--- config.mk ---
export PLATFORM = sky130hd
export DESIGN_NAME = wdc_pixel_chain
export DESIGN_NICKNAME = d
export VERILOG_FILES = /design/src/rtl/wdc_pkg.sv /design/src/rtl/wdc_event_det.sv /design/src/rtl/wdc_count_link.sv /design/src/rtl/wdc_cfg_link.sv /design/src/rtl/wdc_pixel_chain.sv
export SDC_FILE = /design/constraint.sdc
export NUM_CORES = 1
export LEC_CHECK = 0
export BUFFER_PORTS_ARGS = -buffer_cell sky130_fd_sc_hd__buf_2
export CORE_MARGIN = 1.5
export CORE_UTILIZATION = 61
export CTS_CLUSTER_DIAMETER = 30
export DETAILED_ROUTE_END_ITERATION = 16
export HOLD_SLACK_MARGIN = 0.06
export PLACE_DENSITY_LB_ADDON = 0.2
export SLEW_MARGIN = 20
export SYNTH_ARGS = -nofsm -noshare
export SYNTH_HDL_FRONTEND = slang
export SYNTH_SLANG_ARGS = --single-unit
--- constraint.sdc ---
create_clock -name clk -period 5.5 [get_ports clk]
set_input_delay 0.825 -clock clk [delete_from_list [all_inputs] [get_ports clk]]
set_output_delay 0.825 -clock clk [all_outputs]
set_load 0.01 [all_outputs]
--- src/rtl/wdc_pkg.sv ---
package wdc_pkg;
   typedef enum logic [1:0] {
      MD_IDLE  = 2'd0,
      MD_COUNT = 2'd1,
      MD_READ  = 2'd2,
      MD_CFG   = 2'd3
   } wdc_mode_e;

   localparam int TRIM_BITS = 4;
   localparam int TEST_BITS = 3;
   localparam int MASK_BIT  = 0;
endpackage

--- src/rtl/wdc_event_det.sv ---
module wdc_event_det (
   input  logic clk,
   input  logic rst_n,
   input  logic clr,
   input  logic lo,
   input  logic hi,
   output logic hit
);
   logic pend;
   logic veto;

   always_ff @(posedge clk or negedge rst_n) begin
      if (!rst_n) begin
         pend <= 1'b0;
         veto <= 1'b0;
      end else if (clr) begin
         pend <= 1'b0;
         veto <= 1'b0;
      end else if (!pend) begin
         if (lo) begin
            pend <= 1'b1;
            veto <= hi;
         end
      end else if (lo) begin
         veto <= veto | hi;
      end else begin
         pend <= 1'b0;
         veto <= 1'b0;
      end
   end

   // a pulse ends in the first cycle the low flag is seen low again
   assign hit = pend & ~lo & ~veto;
endmodule

--- src/rtl/wdc_count_link.sv ---
module wdc_count_link #(
   parameter int CNT_W  = 12,
   parameter bit SAT_EN = 1'b1
) (
   input  logic             clk,
   input  logic             rst_n,
   input  logic             clr,
   input  logic             inc,
   input  logic             shift,
   input  logic             ser_in,
   output logic [CNT_W-1:0] cnt,
   output logic             msb
);
   localparam logic [CNT_W-1:0] CNT_MAX = {CNT_W{1'b1}};

   logic do_inc;

   generate
      if (SAT_EN) begin : g_sat
         assign do_inc = inc && (cnt != CNT_MAX);
      end else begin : g_wrap
         assign do_inc = inc;
      end
   endgenerate

   always_ff @(posedge clk or negedge rst_n) begin
      if (!rst_n) begin
         cnt <= '0;
      end else if (clr) begin
         cnt <= '0;
      end else if (shift) begin
         cnt <= {cnt[CNT_W-2:0], ser_in};
      end else if (do_inc) begin
         cnt <= cnt + 1'b1;
      end
   end

   assign msb = cnt[CNT_W-1];
endmodule

--- src/rtl/wdc_cfg_link.sv ---
module wdc_cfg_link #(
   parameter int CFG_W = 11
) (
   input  logic             clk,
   input  logic             rst_n,
   input  logic             shift,
   input  logic             ser_in,
   output logic [CFG_W-1:0] cfg,
   output logic             msb
);
   always_ff @(posedge clk or negedge rst_n) begin
      if (!rst_n) begin
         cfg <= '0;
      end else if (shift) begin
         cfg <= {cfg[CFG_W-2:0], ser_in};
      end
   end

   assign msb = cfg[CFG_W-1];
endmodule

--- src/rtl/wdc_pixel_chain.sv ---
module wdc_pixel_chain
   import wdc_pkg::*;
#(
   parameter int N_PIX  = 4,
   parameter int CNT_W  = 12,
   parameter bit SAT_EN = 1'b1
) (
   input  logic                       clk,
   input  logic                       rst_n,
   input  logic [1:0]                 mode,
   input  logic                       clr,
   input  logic                       shift_en,
   input  logic                       chain_in,
   input  logic [N_PIX-1:0]           lo_flag,
   input  logic [N_PIX-1:0]           hi_flag,
   output logic                       ser_out,
   output logic [N_PIX*TRIM_BITS-1:0] trim_lo,
   output logic [N_PIX*TRIM_BITS-1:0] trim_hi,
   output logic [N_PIX*TEST_BITS-1:0] test_bits
);
   localparam int CFG_W   = 2*TRIM_BITS + TEST_BITS;
   localparam int HI_LSB  = TRIM_BITS + TEST_BITS;
   localparam int LO_LSB  = TEST_BITS;

   generate
      if (N_PIX < 1) begin : g_bad_npix
         $error("N_PIX must be at least 1");
      end
      if (CNT_W < 2) begin : g_bad_cntw
         $error("CNT_W must be at least 2");
      end
   endgenerate

   wdc_mode_e md;
   logic      count_en;
   logic      shift_cnt;
   logic      shift_cfg;

   logic [N_PIX:0]           cnt_link;
   logic [N_PIX:0]           cfg_link;
   logic [N_PIX*CNT_W-1:0]   cnt_flat;
   logic [N_PIX*CFG_W-1:0]   cfg_flat;

   assign md        = wdc_mode_e'(mode);
   assign count_en  = (md == MD_COUNT);
   assign shift_cnt = shift_en && (md == MD_READ);
   assign shift_cfg = shift_en && (md == MD_CFG);

   assign cnt_link[N_PIX] = chain_in;
   assign cfg_link[N_PIX] = chain_in;

   generate
      for (genvar i = 0; i < N_PIX; i++) begin : g_pix
         logic             hit;
         logic             inc;
         logic [CNT_W-1:0] cnt;
         logic [CFG_W-1:0] cfg;

         wdc_event_det u_det (
            .clk   (clk),
            .rst_n (rst_n),
            .clr   (clr),
            .lo    (lo_flag[i]),
            .hi    (hi_flag[i]),
            .hit   (hit)
         );

         assign inc = hit && count_en && !cfg[MASK_BIT];

         wdc_count_link #(
            .CNT_W  (CNT_W),
            .SAT_EN (SAT_EN)
         ) u_cnt (
            .clk    (clk),
            .rst_n  (rst_n),
            .clr    (clr),
            .inc    (inc),
            .shift  (shift_cnt),
            .ser_in (cnt_link[i+1]),
            .cnt    (cnt),
            .msb    (cnt_link[i])
         );

         wdc_cfg_link #(
            .CFG_W (CFG_W)
         ) u_cfg (
            .clk    (clk),
            .rst_n  (rst_n),
            .shift  (shift_cfg),
            .ser_in (cfg_link[i+1]),
            .cfg    (cfg),
            .msb    (cfg_link[i])
         );

         assign cnt_flat[i*CNT_W +: CNT_W]         = cnt;
         assign cfg_flat[i*CFG_W +: CFG_W]         = cfg;
         assign trim_hi[i*TRIM_BITS +: TRIM_BITS]  = cfg[HI_LSB +: TRIM_BITS];
         assign trim_lo[i*TRIM_BITS +: TRIM_BITS]  = cfg[LO_LSB +: TRIM_BITS];
         assign test_bits[i*TEST_BITS +: TEST_BITS] = cfg[0 +: TEST_BITS];
      end
   endgenerate

   assign ser_out = (md == MD_CFG) ? cfg_link[0] : cnt_link[0];
endmodule

---- Yosys cells after proc, flatten, opt, wreduce, memory -nomap -nowiden ----
Index checks and enable logic that the tools add are counted.
storage, ports and cells
  register bits after elaboration ......... 100
  output and inout port bits .............. 45
operators by class
  multiplexer cells ....................... 37
  reduce and logical (&&, ||, !) cells .... 26
  add/sub/neg operators ................... 4
  bitwise operators ....................... 20
  equal/unequal tests ..................... 7
operator list
  cell                                                             count
  12-bit 2-to-1 mux                                                12
  12-bit by 1-bit adder with 12-bit output, second input constant  4
  12-bit != test, second input constant                            4
  1-bit 2-to-1 mux                                                 25
  3-bit nonzero test                                               8
  1-bit logical AND                                                14
  1-bit AND                                                        8
  1-bit NOT                                                        8
  2-bit == test, second input constant                             2
  1-bit zero test                                                  4
  1-bit OR                                                         4
  2-bit by 1-bit == test with 1-bit output, second input constant  1

---- Longest topological paths before layout ----
  depth in word-level cells ............... 9
  gate-level depth with buffers ........... 7
  mapped depth without buffers ............ 6

---- Cells and area by module ----
Synthesis repeated with hierarchy kept, for this count alone.
unflattened totals
  cell total of the unflattened synthesis .. 534
  area, all modules ....................... 5,770.5 um2
modules (own cells, without submodules)
  module           instances  cells each  area an instance (um2)
  wdc_count_link   4          100         872.1
  wdc_cfg_link     4          24          455.4
  wdc_event_det    4          7           98.8
  wdc_pixel_chain  1          10          65.1

---- Worst setup path after synthesis ----
No wires, ideal clock.
  path type ............................... input to register
  start point ............................. input mode[1]
  end point ............................... register g_pix[3].u_cnt.cnt[9]
  stages .................................. 5
  path slack .............................. 3,157 ps
  data required time ...................... 5,418 ps
  arrival time ............................ 2,261 ps
  cell sequence ........................... nand2b_4 or4_4 nor4_2 mux2_1 a31oi_1
on the way
  longest elaborated chain between the ends .. 5
  elaborated cells on any way between the ends .. 9
  those cells by class .................... eq/ne (2); mux (2); reduce/logical (5)
ends and longest elaborated chain
  item                                      line                   text
  from (decl)                               wdc_pixel_chain.sv:10  input logic [1:0] mode,
  2-bit by 1-bit == test with 1-bit output  wdc_pixel_chain.sv:45  assign count_en = (md == MD_COUNT);
  1-bit logical AND (2 in series)           wdc_pixel_chain.sv:68  assign inc = hit && count_en && !cfg[MASK_BIT];
  1-bit logical AND                         wdc_count_link.sv:20   assign do_inc = inc && (cnt != CNT_MAX);
  3-bit nonzero test (no source line)       n/a
  to (signal assigned)                      wdc_count_link.sv:32   cnt <= {cnt[CNT_W-2:0], ser_in};
  to (signal assigned)                      wdc_count_link.sv:34   cnt <= cnt + 1'b1;
  to (decl)                                 wdc_count_link.sv:11   output logic [CNT_W-1:0] cnt,
Parallel ways exist; a longest one is shown, timed or not.
A chain may end at the register's enable or synchronous reset.

---- Worst setup path in the final report ----
  start point ............................. input mode[0]
  end point ............................... output ser_out
on the way
  longest elaborated chain between the ends .. 2
ends and longest elaborated chain
  item              line                    text
  2-bit == test     wdc_pixel_chain.sv:103  assign ser_out = (md == MD_CFG) ? cfg_link[0] : cnt_link[0];
  1-bit 2-to-1 mux  wdc_pixel_chain.sv:103
  to (decl)         wdc_pixel_chain.sv:16   output logic ser_out,
No other way between the ends.

==> run_results.csv <==
group,metric,value,unit
timing,setup_viol,0,
synth,synth-seq-cells,100,
grt,grt_max_degree,62,
die,fp.dieH,95.46,um
timing,rsz0062_at_grt,"false",
timing,period_share,43.06,%
clock_network,clk_path_buf_depth,2,
cells_and_area,multi_input_area,2561,um2
placed_design,port_buffers,59,
critical_path,path_common_cell,"buf_2",
clock_network,numCtsBuffers,9,
cells_and_area,n_antenna_cell,0,
pwr,pwr-share-clk,31.7,%
die,io_pins,60,
synth,synth_edf_count,0,
pwr,power.density,246.7,nW/um2
synth,synth.distinct_cells,66,
placed_design,place_hpwl,7.266,mm
routing,avgViaCountPerCell,6.306,
routing,drcViolationCount,0,
synth,avgSynthCellArea,10.23,um2
clock_network,clock-sinks,100,
die,die-area,9113,um2
synth,mappedNetlistNets,529,
cells_and_area,fin_nets,575,
die,core-area,8258,um2
critical_path,critPathKind,"in2out",
routing,firstDrtPassIters,5,
grt,grt_first_pass_wirelength,18.15,mm
timing,finalSetupTns,0,ps
clock_network,cts_setup_buffers,0,
critical_path,cpPeakStageDelay,330,ps
pwr,combinationalPowerShare,11.4,%
critical_path,crit_fanout,6,
cells_and_area,ff_latch_area,2502,um2
clock_network,cts_hold_buffers,0,
critical_path,cp_data_required_time,4680,ps
routing,vias,4200,
routing,wire_per_inst,16.42,um
critical_path,arrival,1540,ps
placed_design,place_congestion,0.8531,
clock_network,root_buffer,"clkbuf_8",
synth,netlist_area,5215,um2
synth,synth_top_flop_cell,"dfrtp_1",
pwr,vdd_drop_max,220.6,uV
synth,yosys_warnings,0,
timing,hold_viol,0,
pwr,p_sw_share,28.12,%
synth,synth-seq-area-share,47.98,%
cells_and_area,synthToLayoutAreaGrowth,10.24,%
timing,max_freq,422.2,MHz
grt,grt_pass1_vias,3917,
routing,drt_iter0_drc,336,
clock_network,cts_tree,"built",
synth,synth-async-reset-ratio,100.0,%
critical_path,cp_slowest_cell,"mux2_2",
run,max_cap_viol_count,0,
die,die_w,95.46,um
timing,slew_violations,0,
timing,slew_headroom,31.28,%
critical_path,start_kind,"input pin",
clock_network,clkTransAtPathRegs,110,ps
min_path,hp-class,"in2async",
pwr,pwr-share-seq,57.0,%
run_status,status,"completed",
routing,wl,10.93,mm
clock_network,htreeDepth,3,
timing,worst_hold_slack,526.6,ps
grt,gr-total-overflow,0,
critical_path,end_kind,"primary output",
synth,syn-instance-count,510,
grt,grt.total_usage,25.41,%
pwr,p_switching,398.8,uW
die,rows,33,
clock_network,post_cts_resized,0,
die,initial_core_util,63.15,%
critical_path,cp_cell_sequence,"buf_2, nand2_1, mux2_2, buf_2",
cells_and_area,fillerInstances,618,
grt,antenna_found_initial,0,
pwr,leakagePower,2.663,nW
routing,ant_nets,0,
timing,worst_pin_slew,1030,ps
clock_network,worstSkewPairLatency,370,ps
timing,finClkSkew,15.55,ps
cells_and_area,drive_above_1_share,25.31,%
pwr,internal_power,1.019,mW
pwr,power,1.418,mW
timing,period_needed,2368,ps
## cells by family after synthesis
kind of cell	after synthesis	synth area share, %
buf+inv	36	2.999
xor+xnor	11	1.847
flops	100	47.98
simple gates	205	21.91
mux	48	10.34
compound gates	106	13.96
fa+ha+maj	4	0.9597
## stage by stage
stage,area (um2),setup slack (ps),std cells,utilization (%)
after floorplan,5215,3157,510,-
final,5749,3132,666,69.62
after CTS,5738,3038,665,69.48
after detailed placement,5557,2679,649,67.29
after global placement,5557,2723,649,67.29
after global routing,5749,3113,666,69.62
## power groups by stage
stage                     combinational, mW  sequential (mW)  clock [mW]
after floorplan                      0.0808            0.830           0
after global placement                0.158            0.819           0
after detailed placement              0.162            0.821           0
after CTS                             0.163            0.807       0.462
after global routing                  0.179            0.814       0.483
final                                 0.161            0.808       0.449
## cell usage after synthesis (6+ instances only)
cell / number / area share (%)
o211ai_1: 8 / 1.2
dfrtp_1: 100 / 48
nor3_1: 11 / 1.1
and3_1: 10 / 1.2
nor2_1: 47 / 3.4
a21oi_1: 25 / 2.4
nand3_1: 24 / 2.3
mux2_2: 46 / 9.9
clkbuf_1: 20 / 1.4
a31oi_1: 12 / 1.4
o21ai_0: 8 / 0.77
nand2_1: 42 / 3.0
nand4_1: 11 / 1.3
nand2b_1: 6 / 0.72
xnor2_1: 6 / 1.0
nor4_1: 8 / 0.96
and4_1: 6 / 1.0
a22oi_1: 6 / 0.86
a211oi_1: 13 / 1.9
## critical path: cells and delay by family
| family | cells | cell delay, ps |
|---|---|---|
| AND/OR/NAND/NOR | 1 | 110 |
| buffers and inverters | 2 | 280 |
| multiplexers | 1 | 330 |
## final timing paths
check                                            from                     end  depth (start not counted)  slack, ps
worst max-delay path                          mode[0]                 ser_out                          4       3130
worst min-delay path                            rst_n  g_pix[0].u_cfg.cfg[10]                          1        530
worst max register to register  g_pix[1].u_cnt.cnt[0]   g_pix[1].u_cnt.cnt[5]                          6       3330
worst min register to register  g_pix[0].u_cfg.cfg[2]   g_pix[0].u_cfg.cfg[3]                          1        530
max in group asynchronous                       rst_n   g_pix[0].u_cnt.cnt[4]                          2       3950
min in group clk                g_pix[0].u_cfg.cfg[2]   g_pix[0].u_cfg.cfg[3]                          1        530
## layout make-up
class	count	area share [%]
Clock buffer	10	2.220
Clock inverter	6	0.9358
Inverter	5	0.3264
Multi-Input combinational cell	374	44.55
Sequential cell	100	43.53
Tap cell	105	2.285
Timing Repair Buffer	66	6.159
## flip-flops by register name (all words and copies together) (netlist names)
| name | count |
|---|---|
| g_pix.u_cnt.cnt | 48 |
| g_pix.u_cfg.cfg | 44 |
| g_pix.u_det.pend | 4 |
| g_pix.u_det.veto | 4 |
## routing by layer
layer	part of all wire, %	vias up	global-route usage (%)
met1	46	2081	34.06
met3	5.7	12	6.539
met2	48	116	40.60
li1	-	1991	-
met5	0	-	0
met4	1.2	0	7.843
## layout by cell type (no fill, tap or decap), types with 12 or more instances in the layout
cell type,netlist,layout
nor2_1,47,47
nand3_1,24,23
a21oi_1,25,25
mux2_2,46,46
a31oi_1,12,12
dfrtp_1,100,100
buf_2,5,58
a211oi_1,13,13
nand2_1,42,42
Power figures use the tool's default switching activity.
